## src/rtl/vdma_pkg.sv

```systemverilog
// Package: shared types for the video memory block-transfer engine.
// Assumes: nothing beyond IEEE 1800-2017.
package vdma_pkg;

    // Destination selector for system-mode transfers.
    typedef enum logic [1:0] {
        TGT_VRAM  = 2'd0,
        TGT_CRAM  = 2'd1,
        TGT_VSRAM = 2'd2,
        TGT_NONE  = 2'd3
    } tgt_e;

    // Operation kind latched at start.
    typedef enum logic [1:0] {
        K_SYS  = 2'd0,
        K_FILL = 2'd1,
        K_COPY = 2'd2
    } kind_e;

    // Sequencer states.
    typedef enum logic [2:0] {
        ST_IDLE      = 3'd0,
        ST_FILL_WAIT = 3'd1,
        ST_FILL      = 3'd2,
        ST_SYS       = 3'd3,
        ST_CP_RD     = 3'd4,
        ST_CP_WR     = 3'd5
    } st_e;

endpackage

```

## src/rtl/vdma_src_ctr.sv

```systemverilog
// Module: source address counter made of three segments.
// The low segment counts once per step, and its wrap carries into the middle
// segment. The high segment is loaded at start and then left alone.
// Assumes: load and step are never high in the same cycle.
module vdma_src_ctr #(
    parameter int SEG_W = 8,
    parameter int HI_W  = 7
) (
    input  logic             clk,
    input  logic             rst_n,
    input  logic             load,
    input  logic             step,
    input  logic [SEG_W-1:0] lo_i,
    input  logic [SEG_W-1:0] mid_i,
    input  logic [HI_W-1:0]  hi_i,
    output logic [SEG_W-1:0] lo_o,
    output logic [SEG_W-1:0] mid_o,
    output logic [HI_W-1:0]  hi_o
);
    logic [SEG_W-1:0] lo_q, mid_q;
    logic [HI_W-1:0]  hi_q;
    logic             lo_wrap;

    assign lo_wrap = (lo_q == {SEG_W{1'b1}});

    // Load segments at start, then count the low segment with carry into middle.
    always_ff @(posedge clk) begin
        if (!rst_n) begin
            lo_q  <= '0;
            mid_q <= '0;
            hi_q  <= '0;
        end else if (load) begin
            lo_q  <= lo_i;
            mid_q <= mid_i;
            hi_q  <= hi_i;
        end else if (step) begin
            lo_q <= lo_q + 1'b1;
            if (lo_wrap)
                mid_q <= mid_q + 1'b1;
        end
    end

    assign lo_o  = lo_q;
    assign mid_o = mid_q;
    assign hi_o  = hi_q;

    assert_hi_fixed_R2: assert property (@(posedge clk) disable iff (!rst_n)
        !load |=> $stable(hi_q));
    assert_mid_carry_R2: assert property (@(posedge clk) disable iff (!rst_n)
        (step && !load && !lo_wrap) |=> $stable(mid_q));

endmodule

```

## src/rtl/vdma_len_ctr.sv

```systemverilog
// Module: transfer length counter.
// It counts down once per step. The step taken when one transfer remains is
// the last. A loaded zero therefore runs the full 2^LEN_W transfers.
// Assumes: load and step are never high in the same cycle.
module vdma_len_ctr #(
    parameter int LEN_W = 16
) (
    input  logic             clk,
    input  logic             rst_n,
    input  logic             load,
    input  logic             step,
    input  logic [LEN_W-1:0] len_i,
    output logic             last_o
);
    logic [LEN_W-1:0] cnt_q;

    // Load the length at start, decrement once per transfer.
    always_ff @(posedge clk) begin
        if (!rst_n)
            cnt_q <= '0;
        else if (load)
            cnt_q <= len_i;
        else if (step)
            cnt_q <= cnt_q - 1'b1;
    end

    assign last_o = (cnt_q == LEN_W'(1));

    assert_count_down_R8: assert property (@(posedge clk) disable iff (!rst_n)
        (step && !load) |=> (cnt_q == LEN_W'($past(cnt_q) - 1'b1)));

endmodule

```

## src/rtl/vdma_lane.sv

```systemverilog
// Module: byte-lane steering and destination decode.
// It picks the write data, the lane enables and the target RAM from the
// operation kind and the parity of the destination address.
// Assumes: purely combinational; write qualification happens in the caller.
module vdma_lane
    import vdma_pkg::*;
(
    input  kind_e       kind,
    input  tgt_e        tgt,
    input  logic        addr_odd,
    input  logic [15:0] sys_data,
    input  logic [7:0]  byte_data,
    output logic [15:0] wdata,
    output logic [1:0]  be,
    output logic        hit_vram,
    output logic        hit_cram,
    output logic        hit_vsram
);
    // Steer data and lanes for each kind of transfer.
    always_comb begin
        wdata     = sys_data;
        be        = 2'b00;
        hit_vram  = 1'b0;
        hit_cram  = 1'b0;
        hit_vsram = 1'b0;
        unique case (kind)
            K_SYS: begin
                be = 2'b11;
                unique case (tgt)
                    TGT_VRAM:  hit_vram  = !addr_odd;
                    TGT_CRAM:  hit_cram  = 1'b1;
                    TGT_VSRAM: hit_vsram = 1'b1;
                    default:   ;
                endcase
            end
            K_COPY: begin
                wdata    = {byte_data, byte_data};
                be       = addr_odd ? 2'b01 : 2'b10;
                hit_vram = 1'b1;
            end
            K_FILL: begin
                wdata    = {byte_data, byte_data};
                be       = addr_odd ? 2'b10 : 2'b01;
                hit_vram = 1'b1;
            end
            default: ;
        endcase
    end

endmodule

```

## src/rtl/vdma_engine.sv

```systemverilog
// Module: video memory block-transfer engine (top).
// It sequences system-to-video, copy and fill operations over a shared
// destination address, source counter and length counter.
// Assumes: read data arrives with sys_ack_i; a copy-mode read byte is valid
// in the cycle after vram_rd_o and held until the next read.
module vdma_engine
    import vdma_pkg::*;
#(
    parameter int ADDR_W = 16,
    parameter int LEN_W  = 16,
    parameter int SEG_W  = 8,
    parameter int HI_W   = 7,
    parameter int INC_W  = 8,
    parameter int PAL_AW = 6
) (
    input  logic                  clk,
    input  logic                  rst_n,
    input  logic                  start_i,
    input  logic [1:0]            mode_i,
    input  logic [1:0]            target_i,
    input  logic [ADDR_W-1:0]     dest_addr_i,
    input  logic [INC_W-1:0]      incr_i,
    input  logic [SEG_W-1:0]      src_lo_i,
    input  logic [SEG_W-1:0]      src_mid_i,
    input  logic [HI_W-1:0]       src_hi_i,
    input  logic [LEN_W-1:0]      len_i,
    input  logic                  fill_wr_i,
    input  logic [7:0]            fill_data_i,
    output logic                  sys_req_o,
    output logic [HI_W+2*SEG_W:0] sys_addr_o,
    input  logic                  sys_ack_i,
    input  logic [15:0]           sys_data_i,
    output logic                  vram_rd_o,
    output logic [2*SEG_W-1:0]    vram_rd_addr_o,
    input  logic [7:0]            vram_rd_data_i,
    output logic                  vram_we_o,
    output logic [ADDR_W-2:0]     vram_waddr_o,
    output logic [1:0]            vram_be_o,
    output logic [15:0]           wdata_o,
    output logic                  cram_we_o,
    output logic [PAL_AW-1:0]     cram_addr_o,
    output logic                  vsram_we_o,
    output logic [PAL_AW-1:0]     vsram_addr_o,
    output logic                  busy_o,
    output logic                  done_o
);
    st_e               st_q, st_d;
    kind_e             kind_q, kind_d;
    tgt_e              tgt_q;
    logic [ADDR_W-1:0] addr_q;
    logic [INC_W-1:0]  incr_q;
    logic [7:0]        fill_q;
    logic              done_q;
    logic              load, step, wr_phase, last;
    logic [SEG_W-1:0]  lo, mid;
    logic [HI_W-1:0]   hi;
    logic [7:0]        byte_data;
    logic [15:0]       lane_wdata;
    logic [1:0]        lane_be;
    logic              hit_vram, hit_cram, hit_vsram;

    // Decode the requested mode into an operation kind.
    always_comb begin
        if (!mode_i[1])      kind_d = K_SYS;
        else if (!mode_i[0]) kind_d = K_FILL;
        else                 kind_d = K_COPY;
    end

    assign load     = (st_q == ST_IDLE) && start_i;
    assign wr_phase = ((st_q == ST_SYS) && sys_ack_i) || (st_q == ST_CP_WR) || (st_q == ST_FILL);
    assign step     = wr_phase;

    vdma_src_ctr #(.SEG_W(SEG_W), .HI_W(HI_W)) src_i (
        .clk(clk), .rst_n(rst_n), .load(load), .step(step),
        .lo_i(src_lo_i), .mid_i(src_mid_i), .hi_i(src_hi_i),
        .lo_o(lo), .mid_o(mid), .hi_o(hi)
    );

    vdma_len_ctr #(.LEN_W(LEN_W)) len_i_ctr (
        .clk(clk), .rst_n(rst_n), .load(load), .step(step),
        .len_i(len_i), .last_o(last)
    );

    // Choose the next sequencer state.
    always_comb begin
        st_d = st_q;
        unique case (st_q)
            ST_IDLE:
                if (start_i) begin
                    unique case (kind_d)
                        K_SYS:   st_d = ST_SYS;
                        K_FILL:  st_d = ST_FILL_WAIT;
                        default: st_d = ST_CP_RD;
                    endcase
                end
            ST_FILL_WAIT: if (fill_wr_i) st_d = ST_FILL;
            ST_FILL:      if (last) st_d = ST_IDLE;
            ST_SYS:       if (sys_ack_i && last) st_d = ST_IDLE;
            ST_CP_RD:     st_d = ST_CP_WR;
            ST_CP_WR:     st_d = last ? ST_IDLE : ST_CP_RD;
            default:      st_d = ST_IDLE;
        endcase
    end

    // Hold the state, the latched operation and the completion pulse.
    always_ff @(posedge clk) begin
        if (!rst_n) begin
            st_q   <= ST_IDLE;
            kind_q <= K_SYS;
            tgt_q  <= TGT_VRAM;
            addr_q <= '0;
            incr_q <= '0;
            fill_q <= '0;
            done_q <= 1'b0;
        end else begin
            st_q   <= st_d;
            done_q <= step && last;
            if (load) begin
                kind_q <= kind_d;
                tgt_q  <= tgt_e'(target_i);
                addr_q <= dest_addr_i;
                incr_q <= incr_i;
            end else if (step) begin
                addr_q <= addr_q + ADDR_W'(incr_q);
            end
            if ((st_q == ST_FILL_WAIT) && fill_wr_i)
                fill_q <= fill_data_i;
        end
    end

    assign byte_data = (kind_q == K_COPY) ? vram_rd_data_i : fill_q;

    vdma_lane lane_i (
        .kind(kind_q), .tgt(tgt_q), .addr_odd(addr_q[0]),
        .sys_data(sys_data_i), .byte_data(byte_data),
        .wdata(lane_wdata), .be(lane_be),
        .hit_vram(hit_vram), .hit_cram(hit_cram), .hit_vsram(hit_vsram)
    );

    assign sys_req_o      = (st_q == ST_SYS);
    assign sys_addr_o     = {hi, mid, lo, 1'b0};
    assign vram_rd_o      = (st_q == ST_CP_RD);
    assign vram_rd_addr_o = {mid, lo};
    assign vram_we_o      = wr_phase && hit_vram;
    assign cram_we_o      = wr_phase && hit_cram;
    assign vsram_we_o     = wr_phase && hit_vsram;
    assign vram_waddr_o   = addr_q[ADDR_W-1:1];
    assign cram_addr_o    = addr_q[PAL_AW:1];
    assign vsram_addr_o   = addr_q[PAL_AW:1];
    assign vram_be_o      = lane_be;
    assign wdata_o        = lane_wdata;
    assign busy_o         = (st_q != ST_IDLE);
    assign done_o         = done_q;

    assert_single_target_R3: assert property (@(posedge clk) disable iff (!rst_n)
        $onehot0({vram_we_o, cram_we_o, vsram_we_o}));
    assert_odd_skip_R4: assert property (@(posedge clk) disable iff (!rst_n)
        (vram_we_o && kind_q == K_SYS) |-> !addr_q[0]);
    assert_one_lane_R5: assert property (@(posedge clk) disable iff (!rst_n)
        (vram_we_o && kind_q != K_SYS) |-> ($countones(vram_be_o) == 1));
    assert_addr_step_R7: assert property (@(posedge clk) disable iff (!rst_n)
        step |=> (addr_q == ADDR_W'($past(addr_q) + ADDR_W'($past(incr_q)))));
    assert_fill_gated_R9: assert property (@(posedge clk) disable iff (!rst_n)
        (st_q == ST_FILL_WAIT) |-> !vram_we_o);
    assert_done_idle_R10: assert property (@(posedge clk) disable iff (!rst_n)
        done_o |-> !busy_o);
    assert_start_ignored_R11: assert property (@(posedge clk) disable iff (!rst_n)
        (busy_o && start_i) |=> $stable(incr_q));

endmodule

```

## config.mk

```make
export PLATFORM = sky130hd
export DESIGN_NAME = vdma_engine
export DESIGN_NICKNAME = d
export VERILOG_FILES = /design/src/rtl/vdma_pkg.sv /design/src/rtl/vdma_src_ctr.sv /design/src/rtl/vdma_len_ctr.sv /design/src/rtl/vdma_lane.sv /design/src/rtl/vdma_engine.sv
export SDC_FILE = /design/constraint.sdc
export NUM_CORES = 1
export LEC_CHECK = 0
export BUFFER_PORTS_ARGS = -buffer_cell sky130_fd_sc_hd__buf_2
export CAP_MARGIN = 20
export CORE_ASPECT_RATIO = 0.5
export CORE_MARGIN = 5
export CORE_UTILIZATION = 50
export CTS_CLUSTER_SIZE = 12
export DETAILED_ROUTE_END_ITERATION = 10
export GPL_ROUTABILITY_DRIVEN = 0
export PLACE_DENSITY = 0.91
export SETUP_SLACK_MARGIN = 0.15
export SLEW_MARGIN = 20
export SYNTH_ARGS = -nofsm -noshare
export SYNTH_HDL_FRONTEND = slang
export SYNTH_SLANG_ARGS = --single-unit
```

## constraint.sdc

```tcl
create_clock -name clk -period 5.05 [get_ports clk]
set_input_delay 0.505 -clock clk [delete_from_list [all_inputs] [get_ports clk]]
set_output_delay 0.505 -clock clk [all_outputs]
set_load 0.1 [all_outputs]
```

==> results of run 1 <==
==> layout make-up <==
class,count,area [um2],share of cell area [%]
repair buffers,199,1010,17.8
well taps,117,146,2.58
inverters,17,63.8,1.13
clock inverters,1,5.00,0.0883
multi-input cells,415,2610,46.0
flip-flops and latches,79,1580,27.9
clock buffers,14,254,4.48
==> state kept, by name, summed over array words and instances (netlist names) <==
| signal | count |
|---|---|
| len_i_ctr.cnt_q | 16 |
| src_i.lo_o | 8 |
| st_q | 3 |
| done_o | 1 |
| incr_q | 8 |
| addr_q | 16 |
| src_i.mid_o | 8 |
| tgt_q | 2 |
| fill_q | 8 |
| src_i.hi_o | 7 |
| kind_q | 2 |
==> critical path, cell delays in order (launching register included) <==
cell and delay (ps):
dfxtp_1 520, and3b_1 250, a31o_2 560, and3_1 260
buf_2 420
==> cell families (layout without fill, tap and decap cells) <==
logic type / count (synthesis) / in the layout / synth area share, %
compound gates: 160 / 160 / 22.2
xor+xnor: 21 / 21 / 3.99
fa+ha+maj: 16 / 16 / 4.51
buf+inv: 84 / 231 / 9.40
flops: 79 / 79 / 34.3
mux: 19 / 19 / 4.13
other cells: 1 / 1 / 0.0814
simple gates: 198 / 198 / 21.4
==> layout by cell type (no fill, tap or decap), types with 9 or more instances in the layout <==
| master | n |
|---|---|
| and3_1 | 12 |
| o21ai_0 | 31 |
| inv_1 | 16 |
| dfxtp_1 | 79 |
| nor2_1 | 32 |
| clkbuf_16 | 9 |
| o21a_1 | 16 |
| nand2_1 | 75 |
| a211oi_1 | 17 |
| nand4_1 | 14 |
| buf_2 | 194 |
| xor2_1 | 12 |
| a21oi_1 | 50 |
| xnor2_1 | 9 |
| nand3_1 | 13 |
| mux2i_1 | 19 |
| ha_1 | 15 |
| nor3_1 | 17 |
==> worst paths after layout <==
path	endpoint	slack (ps)	cells past startpoint
min reg2reg	src_i.hi_o[4]$_SDFFE_PN0P_	460	2
min	fill_q[0]$_SDFFE_PN0P_	410	3
max reg2reg	src_i.mid_o[6]$_SDFFE_PN0P_	2520	6
max	vsram_we_o	2200	4
==> stage by stage <==
stage / area, um2 / util, % / hold slack [ps] / std cells
6_report: 5670 / 64.2 / 408 / 842
5_1_grt: 5670 / 64.2 / 402 / 842
4_1_cts: 5670 / 64.2 / 403 / 842
3_5_place_dp: 5410 / 61.2 / 450 / 827
3_3_place_gp: 5410 / 61.2 / 441 / 827
2_1_floorplan: 4610 / - / 440 / 578
==> power breakdown <==
part	total (W)	internal, W	switching, W	leakage (nW)
sequential	0.000789	0.000698	0.0000907	0.651
clock	0.000584	0.000343	0.000240	0.127
combinational	0.00121	0.000234	0.000972	1.75
==> per-layer routing <==
layer | vias up | share of wire [%] | GRT usage, %
li1 | 2339 | - | -
met1 | 2207 | 40 | 27.6
met2 | 229 | 50 | 41.0
met3 | 41 | 7.6 | 6.17
met4 | 0 | 2.7 | 9.40
met5 | - | 0 | 0
==> flow_summary.yaml, run 1 <==
floorplanning:
  initial_utilization_pct: 52.2
  num_rows: 24
  ios: 196
  coreArea_um2: 8830
  die_area_um2: 11300
  die_x_um: 146
  dieHeight_um: 77.9
drt:
  ant_nets: 0
  wl_um: 13900
  wl_per_cell_um: 16.5
  avgViaCountPerCell: 5.72
  drt_iter0_drc: 367
  vias: 4816
  route.detailed.drc: 0
  drt-pass1-iter-count: 5
sta:
  fin_crit_sh_pct: 56.5
  worst_pin_slew_ps: 986
  min_period_ps: 2850
  rsz0062_at_grt: "no"
  setup-tns-final_ps: 0
  setup_violations: 0
  setup_ws_ps: 2200
  final_max_slew_viol_count: 0
  max_clock_freq_mhz: 351
  relSlewSlack_pct: 34.0
  final_hold_viol_count: 0
  skew_ps: 5.99
synthesis:
  ys_warn_count: 0
  syn_inst: 578
  ys_ff_latch: 79
  synth.avg_cell_area_um2: 7.97
  netlist.area_leader.share_pct: 34.3
  yosys.cell_count.top_type: "dfxtp_1"
  netlist_area_um2: 4610
  netlist-cell-type-count: 54
  synth_edf_count: 0
  synth.top_cells.by_count: "dfxtp_1 (79), nand2_1 (76), a21oi_1 (50), nor2_1 (32), o21ai_0 (31)"
  yosysTopAreaCell: "dfxtp_1"
  synth.area.top_cells: "dfxtp_1 (34%), nand2_1 (6.2%), a21oi_1 (5.4%)"
  synth_nets: 698
  ys.flop_type: "dfxtp_1"
  async_flop_share_pct: 0
  seq_area_frac_synth_pct: 34.3
finish:
  fillers: 735
  fin_nets: 841
  area_growth_pct: 23.0
  drive_gt1_share_pct: 30.2
  insertedDiodeCount: 0
placement:
  pre_cts_ws_ps: 2260
  place_hpwl_um: 10300
  place.port_buffers: 194
pwr:
  total_power_w: 0.00258
  vdd_ir_drop_max_v: 0.000193
  powerDensity_nw_per_um2: 455
  leakagePower_nw: 2.53
cts:
  h-tree-depth: 3
  cts_tree: "built"
  ctsResizeCount: 0
  numCtsBuffers: 9
  postCtsSetupBuffers: 0
  cts_sinks: 79
  clk_path_buf_depth: 2
  clkTransAtPathRegs_ps: 60
  postCtsHoldBufs: 0
  cts_root_buffer: "clkbuf_16"
  clock_latency_ps: 340
global_route:
  antenna_found_initial: 0
  grt_pass1_wl_um: 22200
  track_usage_pct: 23.4
  grt-ovfl-total: 0
  grt_pass1_vias: 4708
  grt_max_degree: 60
critical_path:
  crit_type: "flip-flop to primary output"
  cp_max_fo: 34
  cp.arrival_ps: 2350
  crit_start: "st_q[0]$_SDFFE_PN0P_"
  cp-end-kind: "primary output"
  rr_startpoint: "st_q[1]$_SDFFE_PN0P_"
  startpoint_type: "flip-flop"
  worstPathRequired_ps: 4550
hold_path:
  min_path_type: "primary input to flip-flop"
  hp-start: "fill_data_i[0]"
status:
  status: "finished clean"
flow_run:
  drv_cap: 0
Note: power is estimated with default switching activity, not from simulation.
==> run 2, diff against run 1 <==
CORE_UTILIZATION = 44   (was 50)
PLACE_DENSITY = 0.86   (was 0.91)
clock period = 2.5 ns   (was 5.05 ns; I/O delays follow)
==> flow_summary.yaml, run 2 (synthesized netlist as in run 1, its figures left out) <==
hold_path:
  min_path_type: "primary input to flip-flop"
  hp-start: "src_hi_i[3]"
cts:
  clk_path_buf_depth: 2
  cts_tree: "built"
  numCtsBuffers: 9
  cts_sinks: 79
  postCtsHoldBufs: 0
  h-tree-depth: 3
  clkTransAtPathRegs_ps: 60
  clock_latency_ps: 330
  cts_root_buffer: "clkbuf_16"
critical_path:
  cp_max_fo: 25
  crit_type: "flip-flop to primary output"
  worst-path-buf-inv: 1
  rr_startpoint: "addr_q[0]$_SDFFE_PN0P_"
  cp-end-kind: "primary output"
  slowest_stage: "dfxtp_1"
  cp_slowest_stage_delay_ps: 500
  worstPathCellList: "and3b_1, a31o_4, and3_1, buf_2"
  crit_start: "st_q[0]$_SDFFE_PN0P_"
  crit_family: "flip-flops"
  startpoint_type: "flip-flop"
  worstPathRequired_ps: 2250
  cp.arrival_ps: 2010
sta:
  hold_ws_ps: 152
  max_clock_freq_mhz: 442
  setup-tns-final_ps: 0
  final_hold_viol_count: 0
  fin_crit_sh_pct: 90.6
  final_max_slew_viol_count: 0
  rsz0062_at_grt: "yes"
  min_period_ps: 2260
  setup_violations: 0
  skew_ps: 7.32
finish:
  drive_gt1_share_pct: 33.2
  multi_input_area_um2: 2650
  layout_common_cells: "buf_2 (178), nand2_1 (75), dfxtp_1 (72), a21oi_1 (50), nor2_1 (32)"
  ff_latch_area_um2: 1590
  final_common_cell: "buf_2"
  area_growth_pct: 28.4
  fin_nets: 851
  fillers: 918
  top_regs: "addr_q (16), len_i_ctr.cnt_q (16)"
floorplanning:
  die_area_um2: 12700
  initial_utilization_pct: 45.1
  ios: 196
  dieHeight_um: 82.3
  coreArea_um2: 10200
  die_x_um: 155
  num_rows: 26
pwr:
  clkPwrFrac_pct: 25.5
  p_comb_share_pct: 45.5
  sequentialPowerShare_pct: 29.0
  powerDensity_nw_per_um2: 926
  vdd_ir_drop_max_v: 0.000417
  p_sw_share_pct: 48.3
  power_switching_w: 0.00265
  p_int_w: 0.00283
  leakagePower_nw: 2.63
drt:
  avgViaCountPerCell: 5.45
  wl_per_cell_um: 15.4
  route.detailed.drc: 0
  wl_um: 13500
  ant_nets: 0
  vias: 4776
  drt_iter0_drc: 181
  drt-pass1-iter-count: 5
global_route:
  grtUsageMet1_pct: 24.6
  gr-usage-met3_pct: 4.95
  grt_max_degree: 42
  grt-ovfl-total: 0
  gr-max-usage-layer: "met2"
  grt_pass1_vias: 4486
  track_usage_pct: 20.1
  antenna_found_initial: 0
  grt.met2_usage_pct: 35.3
  grt_pass1_wl_um: 20900
placement:
  place.port_buffers: 194
  place_hpwl_um: 9920
flow_run:
  drv_cap: 0
status:
  status: "finished clean"
run 2: cell count changes in the layout (fill, tap and decap cells not counted), sizes merged:
cell and change:
clkinv +1, bufinv +2, clkbuf +13, diode +1
buf -6
run 2: routing by layer:
metal,wire (um),share of wire [%]
met1,5910,44
met2,6670,49
met4,203,1.5
met3,729,5.4
met5,0,0
run 2: final cells by class:
cell class / instances / area share [%]
inverters: 17 / 1.08
clock buffers: 11 / 4.10
flip-flops and latches: 79 / 26.9
repair buffers: 209 / 19.0
clock inverters: 4 / 1.18
well taps: 140 / 2.96
diodes: 1 / 0.0423
multi-input cells: 415 / 44.7
run 2: power by group through the flow:
stage / combinational [W] / clock (W) / sequential [W]
2_1_floorplan: 0.00156 / 0 / 0.00214
3_3_place_gp: 0.00243 / 0 / 0.00160
3_5_place_dp: 0.00246 / 0 / 0.00161
4_1_cts: 0.00247 / 0.00142 / 0.00159
5_1_grt: 0.00261 / 0.00149 / 0.00162
6_report: 0.00249 / 0.00139 / 0.00159
run 2: worst min-delay path, delay by kind of cell:
family,cells,cell delay [ps]
compound gates,1,50
buf+inv,1,90
simple gates,1,40
run 2: final timing paths:
| check | endpoint | slack (ps) | cells after the start |
|---|---|---|---|
| max | vsram_we_o | 240 | 4 |
| min reg2reg | src_i.hi_o[6]$_SDFFE_PN0P_ | 460 | 2 |
| min | src_i.hi_o[3]$_SDFFE_PN0P_ | 150 | 3 |
| max reg2reg | addr_q[14]$_SDFFE_PN0P_ | 310 | 7 |
run 2: what timing repair did:
| item | in CTS | in global routing |
|---|---|---|
| resized for setup | 2 | 20 |
| setup endpoints to repair | 16 | 20 |
| setup buffers | 0 | 0 |
run 2: metrics by stage:
| step | cells | power, W | util (%) | worst slack (ps) | cell area (um2) |
|---|---|---|---|---|---|
| after detailed placement | 860 | 0.00407 | 54.2 | 269 | 5540 |
| after global placement | 860 | 0.00403 | 54.2 | 321 | 5540 |
| after floorplan | 578 | 0.00370 | - | -66.1 | 4640 |
| after CTS | 875 | 0.00547 | 57.4 | 196 | 5860 |
| after global routing | 875 | 0.00572 | 57.9 | 116 | 5910 |
| final | 876 | 0.00548 | 57.9 | 235 | 5910 |
==> run 3, diff against run 2 <==
PLACE_DENSITY = default   (was 0.86)
PLACE_DENSITY_LB_ADDON = 0.12   (was default)
==> flow_summary.yaml, run 3 (synthesized netlist as in run 1, its figures left out) <==
critical_path:
  startpoint_type: "flip-flop"
  cp_max_fo: 8
  rr_startpoint: "addr_q[3]$_SDFFE_PN0P_"
  cp-end-kind: "primary output"
  crit_type: "flip-flop to primary output"
  reg2reg_to: "addr_q[12]$_SDFFE_PN0P_"
  worstRegToRegCells: 6
  worstPathRequired_ps: 2250
  reg2reg_slack_ps: 350
  worstPathCellList: "inv_1, ha_2, mux2i_1, nand2_1, o21a_1, buf_2"
  cp_slowest_stage_delay_ps: 420
  slowest_stage: "buf_2"
  cp.arrival_ps: 1960
cts:
  clkTransAtPathRegs_ps: 60
  clk_path_buf_depth: 2
  cts_tree: "built"
  postCtsHoldBufs: 0
  numCtsBuffers: 9
  cts_sinks: 79
  cts_root_buffer: "clkbuf_16"
  clock_latency_ps: 330
  h-tree-depth: 3
status:
  status: "finished clean"
drt:
  ant_nets: 0
  wl_per_cell_um: 15.8
  avgViaCountPerCell: 5.32
  drt_iter0_drc: 229
  wl_um: 13900
  vias: 4669
  route.detailed.drc: 0
  drt-pass1-iter-count: 4
floorplanning:
  die_x_um: 155
  initial_utilization_pct: 45.1
  coreArea_um2: 10200
  dieHeight_um: 82.3
  ios: 196
  die_area_um2: 12700
  num_rows: 26
sta:
  min_period_ps: 2210
  final_max_slew_viol_count: 0
  max_clock_freq_mhz: 453
  rsz0062_at_grt: "no"
  fin_crit_sh_pct: 88.4
  setup_violations: 0
  skew_ps: 6.61
  final_hold_viol_count: 0
finish:
  final_common_cell: "buf_2"
  drive_gt1_share_pct: 33.6
  fillers: 1008
  insertedDiodeCount: 0
  ff_latch_area_um2: 1590
  multi_input_area_um2: 2650
  stdcell_area_um2: 5950
  fin_util_pct: 58.2
  top_regs: "addr_q (16), len_i_ctr.cnt_q (16)"
  area_growth_pct: 29.1
  fin_nets: 852
  layout_common_cells: "buf_2 (191), nand2_1 (75), dfxtp_1 (70), a21oi_1 (50), nor2_1 (32)"
pwr:
  powerDensity_nw_per_um2: 929
  total_power_w: 0.00552
  vdd_ir_drop_max_v: 0.000642
  leakagePower_nw: 2.64
hold_path:
  hp-start: "src_hi_i[3]"
  min_path_type: "primary input to flip-flop"
  hold_depth: 3
  holdPathEnd: "src_i.hi_o[3]$_SDFFE_PN0P_"
placement:
  place.port_buffers: 194
  place_hpwl_um: 10300
  place_area_um2: 5590
global_route:
  grt_pass1_wl_um: 22000
  grt_pass1_vias: 4360
  antenna_found_initial: 0
  grt-ovfl-total: 0
  track_usage_pct: 21.3
  grt_max_degree: 46
flow_run:
  drv_cap: 0
## run 3: changes by cell type in the layout (fill, tap and decap cells not counted), sizes merged
cell | previous run | this run
buf | 193 | 209
clkbuf | 27 | 14
clkinv | 3 | 2
diode | 1 | 0
## run 3: metrics by stage
stage,instances,worst slack [ps],hold WS [ps],setup TNS [ps]
finish,877,290,147,0
global route,877,162,148,0
CTS,877,158,143,0
detailed placement,861,240,443,0
global placement,861,348,439,0
floorplan,578,-66.1,386,-66.1
## run 3: timing repair
item	4_1_cts	5_1_grt
cloned	0	0
setup endpoints to repair	18	22
setup buffers	0	0
resized for setup	3	5
## run 3: worst max path at each step
| stage | start | to | slack, ps | cells after the start |
|---|---|---|---|---|
| floorplan | st_q[1]$_SDFFE_PN0P_ | cram_we_o | -70 | 5 |
| global placement | incr_q[0]$_SDFFE_PN0P_ | addr_q[14]$_SDFFE_PN0P_ | 350 | 7 |
| detailed placement | incr_q[0]$_SDFFE_PN0P_ | addr_q[12]$_SDFFE_PN0P_ | 240 | 7 |
| CTS | kind_q[1]$_SDFFE_PN0P_ | wdata_o[3] | 160 | 4 |
| global route | addr_q[0]$_SDFFE_PN0P_ | addr_q[12]$_SDFFE_PN0P_ | 160 | 7 |
| finish | kind_q[0]$_SDFFE_PN0P_ | wdata_o[4] | 290 | 6 |
## run 3: routing by layer
metal	vias to the layer above	track usage [%]	wire length, um
li1	2373	-	-
met1	2145	27.6	6440
met2	137	34.8	6150
met3	14	7.34	1140
met4	0	4.93	149
met5	-	0	0
## run 3: cell type report
type	count	area share [%]
clock buffer	13	4.38
clock inverter	3	1.09
inverter	17	1.07
multi-input combinational	415	44.6
sequential	79	26.8
tap	140	2.95
timing repair buffer	210	19.1
## run 3: critical path, delay by kind of cell, from the launching register on
kind / cells / cell delay [ps]
buf+inv: 2 / 560
fa+ha+maj: 1 / 370
flops: 1 / 350
mux: 1 / 120
compound gates: 1 / 120
simple gates: 1 / 100
## run 3: power by group
group          total (W)  leakage [nW]  switching, W  internal (W)
clock            0.00144         0.160      0.000512      0.000929
combinational    0.00249          1.83       0.00197      0.000525
sequential       0.00159         0.653      0.000174       0.00141
total            0.00552          2.64       0.00266       0.00287
